$ cat src/rtl/apd_pkg.sv
package apd_pkg;

  localparam int AUDIO_W = 24;
  localparam int SLOT_N  = 28;
  localparam int VBIT    = 24;
  localparam int IV_W    = 4;

  typedef enum logic [1:0] {IV_HALF, IV_FULL, IV_PRE, IV_BAD} iv_e;
  typedef enum logic [1:0] {DS_HUNT, DS_PRE, DS_DATA} ds_e;

  // Gap length in sample enables -> pulse class (+-1 sample tolerance)
  function automatic iv_e iv_classify(input logic [IV_W-1:0] n);
    if (n >= 4'd2 && n <= 4'd4)       return IV_HALF;
    else if (n >= 4'd5 && n <= 4'd7)  return IV_FULL;
    else if (n >= 4'd8 && n <= 4'd10) return IV_PRE;
    else                              return IV_BAD;
  endfunction

  function automatic logic [3:0] iv_halves(input iv_e c);
    case (c)
      IV_HALF: return 4'd1;
      IV_FULL: return 4'd2;
      IV_PRE:  return 4'd3;
      default: return 4'd0;
    endcase
  endfunction

endpackage

$ cat src/rtl/apd_front.sv
module apd_front
  import apd_pkg::*;
#(
  parameter int DIV = 5
) (
  input  logic clk,
  input  logic rst_n,
  input  logic line_i,
  output logic tick_o,
  output logic iv_stb_o,
  output iv_e  iv_cls_o
);

  localparam int DW = (DIV > 1) ? $clog2(DIV) : 1;
  localparam logic [DW-1:0]   DIV_LAST = DW'(DIV - 1);
  localparam logic [IV_W-1:0] RUN_MAX  = '1;

  logic [1:0]      sync_q;
  logic            lvl_q, lvl_d;
  logic [DW-1:0]   div_q, div_d;
  logic [IV_W-1:0] run_q, run_d;
  logic            stb_q, stb_d;
  iv_e             cls_q, cls_d;
  logic            tick;

  always_comb begin
    tick  = (div_q == DIV_LAST);
    div_d = tick ? '0 : div_q + 1'b1;
    lvl_d = lvl_q;
    run_d = run_q;
    stb_d = 1'b0;
    cls_d = cls_q;
    if (tick) begin
      lvl_d = sync_q[1];
      if (sync_q[1] != lvl_q) begin
        stb_d = 1'b1;
        cls_d = iv_classify(run_q);
        run_d = IV_W'(1);
      end else if (run_q != RUN_MAX) begin
        run_d = run_q + 1'b1;
      end
    end
  end

  always_ff @(posedge clk or negedge rst_n) begin
    if (!rst_n) begin
      sync_q <= '0;
      lvl_q  <= 1'b0;
      div_q  <= '0;
      run_q  <= '0;
      stb_q  <= 1'b0;
      cls_q  <= IV_BAD;
    end else begin
      sync_q <= {sync_q[0], line_i};
      lvl_q  <= lvl_d;
      div_q  <= div_d;
      run_q  <= run_d;
      stb_q  <= stb_d;
      cls_q  <= cls_d;
    end
  end

  assign tick_o   = tick;
  assign iv_stb_o = stb_q;
  assign iv_cls_o = cls_q;

endmodule

$ cat src/rtl/apd_bmc.sv
module apd_bmc
  import apd_pkg::*;
(
  input  logic               clk,
  input  logic               rst_n,
  input  logic               iv_stb_i,
  input  iv_e                iv_cls_i,
  output logic               sf_stb_o,
  output logic               sf_ok_o,
  output logic               sf_left_o,
  output logic [AUDIO_W-1:0] sf_audio_o
);

  ds_e               st_q, st_d;
  logic [3:0]        halves_q, halves_d;
  logic              second_q, second_d;
  logic              left_q, left_d;
  logic [4:0]        nbit_q, nbit_d;
  logic              part_q, part_d;
  logic [SLOT_N-1:0] sr_q, sr_d, sr_shift;
  logic              stb_q, stb_d, ok_q, ok_d, sl_q, sl_d;
  logic [AUDIO_W-1:0] au_q, au_d;
  logic [3:0]        sum;
  logic              bit_ev, bit_val;

  always_comb begin
    st_d     = st_q;
    halves_d = halves_q;
    second_d = second_q;
    left_d   = left_q;
    nbit_d   = nbit_q;
    part_d   = part_q;
    sr_d     = sr_q;
    stb_d    = 1'b0;
    ok_d     = ok_q;
    sl_d     = sl_q;
    au_d     = au_q;
    bit_ev   = 1'b0;
    bit_val  = 1'b0;
    sum      = halves_q + iv_halves(iv_cls_i);
    if (iv_stb_i) begin
      if (iv_cls_i == IV_BAD) begin
        st_d = DS_HUNT;
      end else begin
        case (st_q)
          DS_HUNT: if (iv_cls_i == IV_PRE) begin
            st_d     = DS_PRE;
            halves_d = 4'd3;
            second_d = 1'b0;
          end
          DS_PRE: begin
            if (!second_q) begin
              second_d = 1'b1;
              left_d   = (iv_cls_i != IV_FULL);
            end
            halves_d = sum;
            if (sum == 4'd8) begin
              st_d   = DS_DATA;
              nbit_d = '0;
              part_d = 1'b0;
            end else if (sum > 4'd8) begin
              st_d = DS_HUNT;
            end
          end
          DS_DATA: begin
            if (iv_cls_i == IV_PRE) begin
              st_d     = DS_PRE;
              halves_d = 4'd3;
              second_d = 1'b0;
            end else if (iv_cls_i == IV_FULL) begin
              if (part_q) st_d = DS_HUNT;
              else        bit_ev = 1'b1;
            end else if (part_q) begin
              bit_ev  = 1'b1;
              bit_val = 1'b1;
              part_d  = 1'b0;
            end else begin
              part_d = 1'b1;
            end
          end
          default: st_d = DS_HUNT;
        endcase
      end
    end
    sr_shift = {bit_val, sr_q[SLOT_N-1:1]};
    if (bit_ev) begin
      sr_d   = sr_shift;
      nbit_d = nbit_q + 1'b1;
      if (nbit_q == 5'(SLOT_N - 1)) begin
        st_d  = DS_HUNT;
        stb_d = 1'b1;
        ok_d  = ~(^sr_shift) & ~sr_shift[VBIT];
        sl_d  = left_q;
        au_d  = sr_shift[AUDIO_W-1:0];
      end
    end
  end

  always_ff @(posedge clk or negedge rst_n) begin
    if (!rst_n) begin
      st_q     <= DS_HUNT;
      halves_q <= '0;
      second_q <= 1'b0;
      left_q   <= 1'b0;
      nbit_q   <= '0;
      part_q   <= 1'b0;
      sr_q     <= '0;
      stb_q    <= 1'b0;
      ok_q     <= 1'b0;
      sl_q     <= 1'b0;
      au_q     <= '0;
    end else begin
      st_q     <= st_d;
      halves_q <= halves_d;
      second_q <= second_d;
      left_q   <= left_d;
      nbit_q   <= nbit_d;
      part_q   <= part_d;
      sr_q     <= sr_d;
      stb_q    <= stb_d;
      ok_q     <= ok_d;
      sl_q     <= sl_d;
      au_q     <= au_d;
    end
  end

  assign sf_stb_o   = stb_q;
  assign sf_ok_o    = ok_q;
  assign sf_left_o  = sl_q;
  assign sf_audio_o = au_q;

endmodule

$ cat src/rtl/apd_judge.sv
module apd_judge
  import apd_pkg::*;
#(
  parameter int WIN_TICKS  = 40000000,
  parameter int VALID_MIN  = 40000,
  parameter int SILENT_RUN = 44100
) (
  input  logic               clk,
  input  logic               rst_n,
  input  logic               tick_i,
  input  logic               sf_stb_i,
  input  logic               sf_ok_i,
  input  logic               sf_left_i,
  input  logic [AUDIO_W-1:0] sf_audio_i,
  output logic               win_end_o,
  output logic               silent_o,
  output logic               mute_o
);

  localparam int WW = $clog2(WIN_TICKS);
  localparam int CW = $clog2(VALID_MIN + 1);
  localparam int RW = $clog2(SILENT_RUN + 1);
  localparam logic [WW-1:0] WIN_LAST = WW'(WIN_TICKS - 1);
  localparam logic [CW-1:0] VMIN     = CW'(VALID_MIN);
  localparam logic [RW-1:0] RMIN     = RW'(SILENT_RUN);

  logic [WW-1:0]      win_q, win_d;
  logic [CW-1:0]      cnt_q, cnt_d, cnt_inc;
  logic               ok_q, ok_d;
  logic [RW-1:0]      run_q, run_d;
  logic [AUDIO_W-1:0] ref_q, ref_d;
  logic               win_end, good;

  always_comb begin
    win_end = tick_i && (win_q == WIN_LAST);
    win_d   = win_q;
    if (tick_i) win_d = win_end ? '0 : win_q + 1'b1;
    good    = sf_stb_i & sf_ok_i;
    cnt_inc = (good && cnt_q != VMIN) ? cnt_q + 1'b1 : cnt_q;
    cnt_d   = win_end ? '0 : cnt_inc;
    ok_d    = win_end ? (cnt_inc == VMIN) : ok_q;
    run_d   = run_q;
    ref_d   = ref_q;
    if (good && sf_left_i) begin
      ref_d = sf_audio_i;
      if (sf_audio_i == ref_q) begin
        if (run_q != RMIN) run_d = run_q + 1'b1;
      end else begin
        run_d = '0;
      end
    end
  end

  always_ff @(posedge clk or negedge rst_n) begin
    if (!rst_n) begin
      win_q <= '0;
      cnt_q <= '0;
      ok_q  <= 1'b0;
      run_q <= '0;
      ref_q <= '0;
    end else begin
      win_q <= win_d;
      cnt_q <= cnt_d;
      ok_q  <= ok_d;
      run_q <= run_d;
      ref_q <= ref_d;
    end
  end

  assign win_end_o = win_end;
  assign silent_o  = (run_q == RMIN);
  assign mute_o    = ~ok_q | silent_o;

endmodule

$ cat src/rtl/audio_presence_det.sv
module audio_presence_det
  import apd_pkg::*;
#(
  parameter int DIV        = 5,
  parameter int WIN_TICKS  = 40000000,
  parameter int VALID_MIN  = 40000,
  parameter int SILENT_RUN = 44100
) (
  input  logic clk,
  input  logic rst_n,
  input  logic spdif_i,
  output logic mute_o,
  output logic mute_n_o,
  output logic stby_n_o
);

  logic [1:0]         rs_q;
  logic               rst_q_n;
  logic               tick, iv_stb;
  iv_e                iv_cls;
  logic               sf_stb, sf_ok, sf_left;
  logic [AUDIO_W-1:0] sf_audio;
  logic               win_end, silent, mute;

  always_ff @(posedge clk or negedge rst_n) begin
    if (!rst_n) rs_q <= 2'b00;
    else        rs_q <= {rs_q[0], 1'b1};
  end
  assign rst_q_n = rs_q[1];

  apd_front #(.DIV(DIV)) u_front (
    .clk      (clk),
    .rst_n    (rst_q_n),
    .line_i   (spdif_i),
    .tick_o   (tick),
    .iv_stb_o (iv_stb),
    .iv_cls_o (iv_cls)
  );

  apd_bmc u_bmc (
    .clk        (clk),
    .rst_n      (rst_q_n),
    .iv_stb_i   (iv_stb),
    .iv_cls_i   (iv_cls),
    .sf_stb_o   (sf_stb),
    .sf_ok_o    (sf_ok),
    .sf_left_o  (sf_left),
    .sf_audio_o (sf_audio)
  );

  apd_judge #(
    .WIN_TICKS  (WIN_TICKS),
    .VALID_MIN  (VALID_MIN),
    .SILENT_RUN (SILENT_RUN)
  ) u_judge (
    .clk        (clk),
    .rst_n      (rst_q_n),
    .tick_i     (tick),
    .sf_stb_i   (sf_stb),
    .sf_ok_i    (sf_ok),
    .sf_left_i  (sf_left),
    .sf_audio_i (sf_audio),
    .win_end_o  (win_end),
    .silent_o   (silent),
    .mute_o     (mute)
  );

  assign mute_o   = mute;
  assign mute_n_o = ~mute;
  assign stby_n_o = ~mute;

endmodule

$ cat config.mk
export PLATFORM = sky130hd
export DESIGN_NAME = audio_presence_det
export DESIGN_NICKNAME = d
export VERILOG_FILES = /design/src/rtl/apd_pkg.sv /design/src/rtl/apd_front.sv /design/src/rtl/apd_bmc.sv /design/src/rtl/apd_judge.sv /design/src/rtl/audio_presence_det.sv
export SDC_FILE = /design/constraint.sdc
export NUM_CORES = 1
export LEC_CHECK = 0
export BUFFER_PORTS_ARGS = -buffer_cell sky130_fd_sc_hd__buf_2
export CAP_MARGIN = 20
export CORE_MARGIN = 8
export CORE_UTILIZATION = 45
export CTS_CLUSTER_DIAMETER = 60
export CTS_CLUSTER_SIZE = 12
export DETAILED_ROUTE_END_ITERATION = 7
export PLACE_DENSITY = 0.57
export SLEW_MARGIN = 30
export SYNTH_ARGS = -nofsm -noshare
export SYNTH_HDL_FRONTEND = slang
export SYNTH_SLANG_ARGS = --single-unit
$ cat constraint.sdc
create_clock -name clk -period 8.4 [get_ports clk]
set_clock_uncertainty 0.05 [all_clocks]
set_input_delay 0.84 -clock clk [delete_from_list [all_inputs] [get_ports clk]]
set_output_delay 0.84 -clock clk [all_outputs]
set_load 0.02 [all_outputs]
; ---- Word-level counts from Yosys, hierarchy flattened
; Index checks and enable logic that the tools add are counted.
[word_totals]
regBits = 167
input_bits = 3
out_inout_bits = 3
word_cells = 145
[op_classes]
n_addsub = 7
order_cmp = 7
eq_ne = 23
n_mux = 52
bitwise = 9
n_reduce_logical = 24
[op_table]
columns = cell, n
row1 = $mux W16, 4
row2 = $add A16 B1 Y16 const B, 2
row3 = $eq A16 B16 Y1 const B, 2
row4 = $ne A16 B16 Y1 const B, 2
row5 = $reduce_xor A28 Y1, 1
row6 = $add A26 B1 Y26 const B, 1
row7 = $eq A26 B26 Y1 const B, 1
row8 = $mux W26, 1
row9 = $mux W5, 5
row10 = $eq A24 B24 Y1, 1
row11 = $mux W2, 12
row12 = $mux W1, 21
row13 = $mux W4, 3
row14 = $pmux W2 S3, 2
row15 = $reduce_and A4 Y1, 3
row16 = $reduce_bool A2 Y1, 6
row17 = $le A4 B3 Y1 const B, 2
row18 = $ne A2 B1 Y1 const B, 4
row19 = $pmux W4 S2, 1
row20 = $reduce_and A2 Y1, 4
row21 = $eq A2 B2 Y1 const B, 3
row22 = $logic_and A1 B1 Y1, 6
row23 = $ne A2 B2 Y1 const B, 3
row24 = $not A1 Y1, 6
row25 = 22 further kinds, 26

; ---- Depth between registers and ports, before layout
[logic_depth]
ltp_word = 11
depth_mapped = 10
ltp_nobuf = 10

; ---- Hierarchy
; From an unflattened synthesis, not the netlist that was laid out.
[unflattened]
cells_unflattened = 774
hier_area_um2 = 8416.8
[modules_own_cells]
columns = mod, n_inst, cells_per_inst, area_per_inst_um2, seq_area_each_um2
row1 = apd_judge, 1, 424, 4445.5, 2077.0
row2 = apd_bmc, 1, 287, 3266.9, 1701.6
row3 = apd_front, 1, 58, 639.4, 327.8
row4 = audio_presence_det, 1, 5, 65.1, 50.0

; ---- Worst setup path before layout
; OpenSTA, ideal clock, no wires.
[synth_timing]
kind = register to output
start = register u_judge.run_q[12]
end = output stby_n_o
arrival_ns = 1.965
slack_ns = 5.545
path_stages_with_launch = 6
path_cell_list = dfrtp_1 or4b_4 nor4_4 nand2b_1 inv_1 buf_4
[synth_between]
elab_chain_cells = 3
[synth_rtl]
columns = item, line
row1 = start: declaration, apd_judge.sv:30  ; logic [RW-1:0] run_q, run_d;
row2 = start signal: assignment, apd_judge.sv:65  ; run_q <= run_d;
row3 = $eq A16 B16 Y1, apd_judge.sv:71  ; assign silent_o = (run_q == RMIN);
row4 = $or A1 B1 Y1, apd_judge.sv:72  ; assign mute_o = ~ok_q | silent_o;
row5 = net mute_o, audio_presence_det.sv:12  ; output logic mute_o,
row6 = $not A1 Y1, --
row7 = end: declaration, audio_presence_det.sv:14  ; output logic stby_n_o
; The timed path passes the listed nets, and every way through them passes these cells.

; ---- Final worst setup path
[layout_timing]
start = register u_front.cls_q[0] (netlist: u_front.iv_cls_o[0])
end = register u_bmc.sl_q (netlist: u_bmc.sf_left_o)
[layout_between]
elab_chain_cells = 7
elab_cells_between_ends = 9
[layout_rtl]
columns = item, line
row1 = start: declaration, apd_front.sv:23  ; iv_e cls_q, cls_d;
row2 = start signal: assignment, apd_front.sv:59  ; cls_q <= cls_d;
row3 = $eq A2 B1 Y1, apd_bmc.sv:70  ; end else if (iv_cls_i == IV_FULL) begin
row4 = $mux W1, apd_bmc.sv:70
row5 = $mux W1, apd_bmc.sv:66  ; if (iv_cls_i == IV_PRE) begin
row6 = $mux W1, apd_bmc.sv:45  ; case (st_q)
row7 = $mux W1 (*), apd_bmc.sv:42  ; if (iv_cls_i == IV_BAD) begin
row8 = $mux W1 (*), apd_bmc.sv:41  ; if (iv_stb_i) begin
row9 = $reduce_and A2 Y1 (no line) (*), --
row10 = end signal: assignment, apd_bmc.sv:122  ; sl_q <= sl_d;
row11 = end: declaration, apd_bmc.sv:21  ; logic stb_q, stb_d, ok_q, ok_d, sl_q, sl_d;
; Every way passes the cells marked *; elsewhere a longest branch is shown, timed or not.
; A chain may end at the register's enable or synchronous reset.

==> flow_metrics.env <==
export IMPL_status="finished clean"
export IMPL_dr_pass1_iters=7
export IMPL_die_area_sq_mm=0.0230
export IMPL_crit_cells=7
export IMPL_cts_made_buffers=17
export IMPL_ant_nets=0
export IMPL_clockPowerShare=0.444
export IMPL_clock_path_buffers=2
export IMPL_synth_top_cell_by_area="dfrtp_1"
export IMPL_io_buffer_count=5
export IMPL_clk_pin_slew_ps=70
export IMPL_grt_pass1_wl_um=27200
export IMPL_vias=5742
export IMPL_rows=49
export IMPL_ys_warn_count=0
export IMPL_p_leak_nw=4.37
export IMPL_htree_levels=4
export IMPL_cts_tree="yes"
export IMPL_required_ps=8650
export IMPL_placed_area_sq_mm=0.00853
export IMPL_crit_path_start="u_front.iv_cls_o[0]"
export IMPL_path_common_cell="ha_1"
export IMPL_register_area_sq_mm=0.00416
export IMPL_first_global_vias=5696
export IMPL_path_class="reg2reg"
export IMPL_synth_area_leaders="dfrtp_1 50%, nand2_1 9.1%, xnor2_1 7.7%, mux2_2 3.7%, ha_1 3.6%"
export IMPL_combPwrFrac=0.080
export IMPL_fin_crit_sh=0.390
export IMPL_fin_tns_setup_ps=0
export IMPL_gp_congestion=0.801
export IMPL_period_needed_ps=3270
export IMPL_hold_viol=0
export IMPL_max_cap_violations=0
export IMPL_drt_total_wl_um=15600
export IMPL_hold_ws_ps=139
export IMPL_multi_input_area_sq_mm=0.00392
export IMPL_worst_path_max_fanout=33
export IMPL_hpwl_um=10700
export IMPL_initial_core_util=0.460
export IMPL_drive_above_1_share=0.105
export IMPL_yosys_register_bits=166
export IMPL_postSynthAreaPerCell_sq_um=9.83
export IMPL_wl_per_cell_um=14.3
export IMPL_synthFlopType="dfrtp_1"
export IMPL_worstRegToRegCells=7
export IMPL_setup_violations=0
export IMPL_cts_sinks=166
export IMPL_drc=0
export IMPL_vdd_drop_max_v=0.000164
export IMPL_drtIter0Drc=322
export IMPL_final_max_slew_viol_count=0
export IMPL_end_kind="flip-flop"
export IMPL_hold_path_class="in2async"
export IMPL_p_switching_uw=425
export IMPL_grt_max_degree=75
export IMPL_layout_nets=873
export IMPL_insertion_delay_ps=420
export IMPL_syn_inst=843
export IMPL_area_growth_synth_to_final_pct=10.2
export IMPL_r2r_start="u_front.iv_cls_o[0]"
export IMPL_ys_seq_area_frac=0.502
export IMPL_cts_setup_buffers=0
export IMPL_r2r_end="u_bmc.sf_left_o"
export IMPL_ff2ff_setup_slack_ps=5130
export IMPL_power_density_mw_per_mm2=195
export IMPL_grt_usage=0.146
export IMPL_switching_share=0.238
export IMPL_async_reset_ff_frac=1.00
export IMPL_stdcell_area_sq_mm=0.00913
export IMPL_crit_arrival_ps=3520
export IMPL_layout_commonest_cell="nand2_1"
export IMPL_p_int_mw=1.36
export IMPL_rsz0062_at_grt="no"
export IMPL_slowest_delay_ps=970
export IMPL_ios=6
export IMPL_fillers=1639
export IMPL_synth_distinct_cells=63
export IMPL_power_mw=1.78
export IMPL_vias_per_cell=5.28
export IMPL_synth_edf_count=0
export IMPL_antenna_found_initial=0
export IMPL_gr_total_overflow=0
export IMPL_die_y_um=152
export IMPL_mostFrequentLayoutCells="200 x nand2_1, 163 x dfrtp_1, 73 x xnor2_1"
export IMPL_critPathBufInv=2
export IMPL_critPathLaunchType="flip-flop"
export IMPL_tightest_slew_ps=942
export IMPL_cts_hold_buf=0
export IMPL_syn_area_sq_mm=0.00828
export IMPL_diodes=0
export IMPL_die_w_um=152
export IMPL_cts_resized=0
export IMPL_cp_cell_sequence="ha_1, inv_1, ha_1, or4_2, nor2_2, buf_4, mux2_2"
export IMPL_core_sq_mm=0.0180
export IMPL_p_seq_frac=0.477
export IMPL_synth_top_area_share=0.495
export IMPL_root_buffer="clkbuf_16"
export IMPL_critPathCapture="u_bmc.sf_left_o"
export IMPL_clock_fmax_mhz=306
export IMPL_slew_limit_headroom=0.372
export IMPL_cp_top_family="simple AND/OR/NAND/NOR gates"
export IMPL_synth_nets=871
export IMPL_cpMaxStageDelayCell="or4_2"
## synthesized netlist by cell type (4+ instances only)
cell type and n:
nand2_1 200, dfrtp_1 164, xnor2_1 73, nor2_1 58, xor2_1 31, mux2_2 27
inv_1 26, nand3_1 25, ha_1 24, o21ai_0 23, nand4_1 20, a21oi_1 18
clkbuf_1 16, nor3_1 12, and3_1 11, a31oi_1 9, and4_1 8, nand2b_1 7
nor4_1 7, and2_1 5, buf_2 5, mux2i_1 4, nand4b_1 4, nor2b_1 4
or3_1 4
## power by group through the flow
stage / registers (mW) / clock network (mW) / logic, mW
floorplan: 0.864 / 0 / 0.105
detailed placement: 0.865 / 0 / 0.144
global placement: 0.862 / 0 / 0.137
CTS: 0.850 / 0.819 / 0.144
global route: 0.853 / 0.849 / 0.166
finish: 0.850 / 0.791 / 0.142
## cell type report
cell class	count	share of cell area
well taps	229	0.0314
clock inverters	11	0.0164
inverters	26	0.0107
repair buffers	10	0.00726
multi-input cells	624	0.429
clock buffers	21	0.0493
flip-flops and latches	166	0.456
## how the worst min path moves through the flow
stage / startpoint / endpoint / slack (ps) / cells after the start
after detailed placement: u_front.sync_q[0] / u_front.sync_q[1] / 290 / 0
final: rst_n / rs_q[1] / 140 / 1
after global placement: rs_q[0] / rs_q[1] / 290 / 0
after global routing: rst_n / rs_q[1] / 120 / 1
after floorplan: rs_q[0] / rs_q[1] / 280 / 0
after CTS: rst_n / rs_q[1] / 120 / 1
## worst register-to-register path: stages, from the launching register on
cell and delay (ps):
dfstp_2 570, ha_1 240, inv_1 70, ha_1 290
or4_2 970, nor2_2 200, buf_4 360, mux2_2 390
## logic make-up after synthesis
| kind of cell | count (synthesis) | synth area share |
|---|---|---|
| mux | 31 | 0.0415 |
| compound gates | 76 | 0.0586 |
| simple gates | 387 | 0.222 |
| buf+inv | 53 | 0.0270 |
| xor+xnor | 104 | 0.110 |
| flops | 166 | 0.502 |
| other cells | 1 | 0.000453 |
| fa+ha+maj | 25 | 0.0387 |
## through the flow
stage	cells	setup WS [ps]	util
after floorplan	843	3390	-
after global placement	1055	5140	0.473
after detailed placement	1055	5120	0.473
after CTS	1087	5110	0.506
after global routing	1087	4950	0.507
final	1087	5130	0.507
## flip-flops by register name, indices dropped and copies added (netlist names), 2 cells and up
register,cells
u_judge.ref_q,24
u_bmc.sf_audio_o,24
u_bmc.nbit_q,5
u_judge.win_q,26
u_bmc.sr_q,27
u_judge.run_q,16
u_front.iv_cls_o,2
u_bmc.halves_q,4
u_front.run_q,4
u_front.div_q,3
u_bmc.st_q,2
u_judge.cnt_q,16
rs_q,2
u_front.sync_q,2
## per-layer routing
layer,GRT usage,vias up,part of all wire
met5,0,-,0
met3,0.0330,18,0.029
met1,0.192,2819,0.47
met2,0.235,71,0.49
li1,-,2834,-
met4,0.0475,0,0.012
No activity file was read; power rests on OpenSTA's default activity.
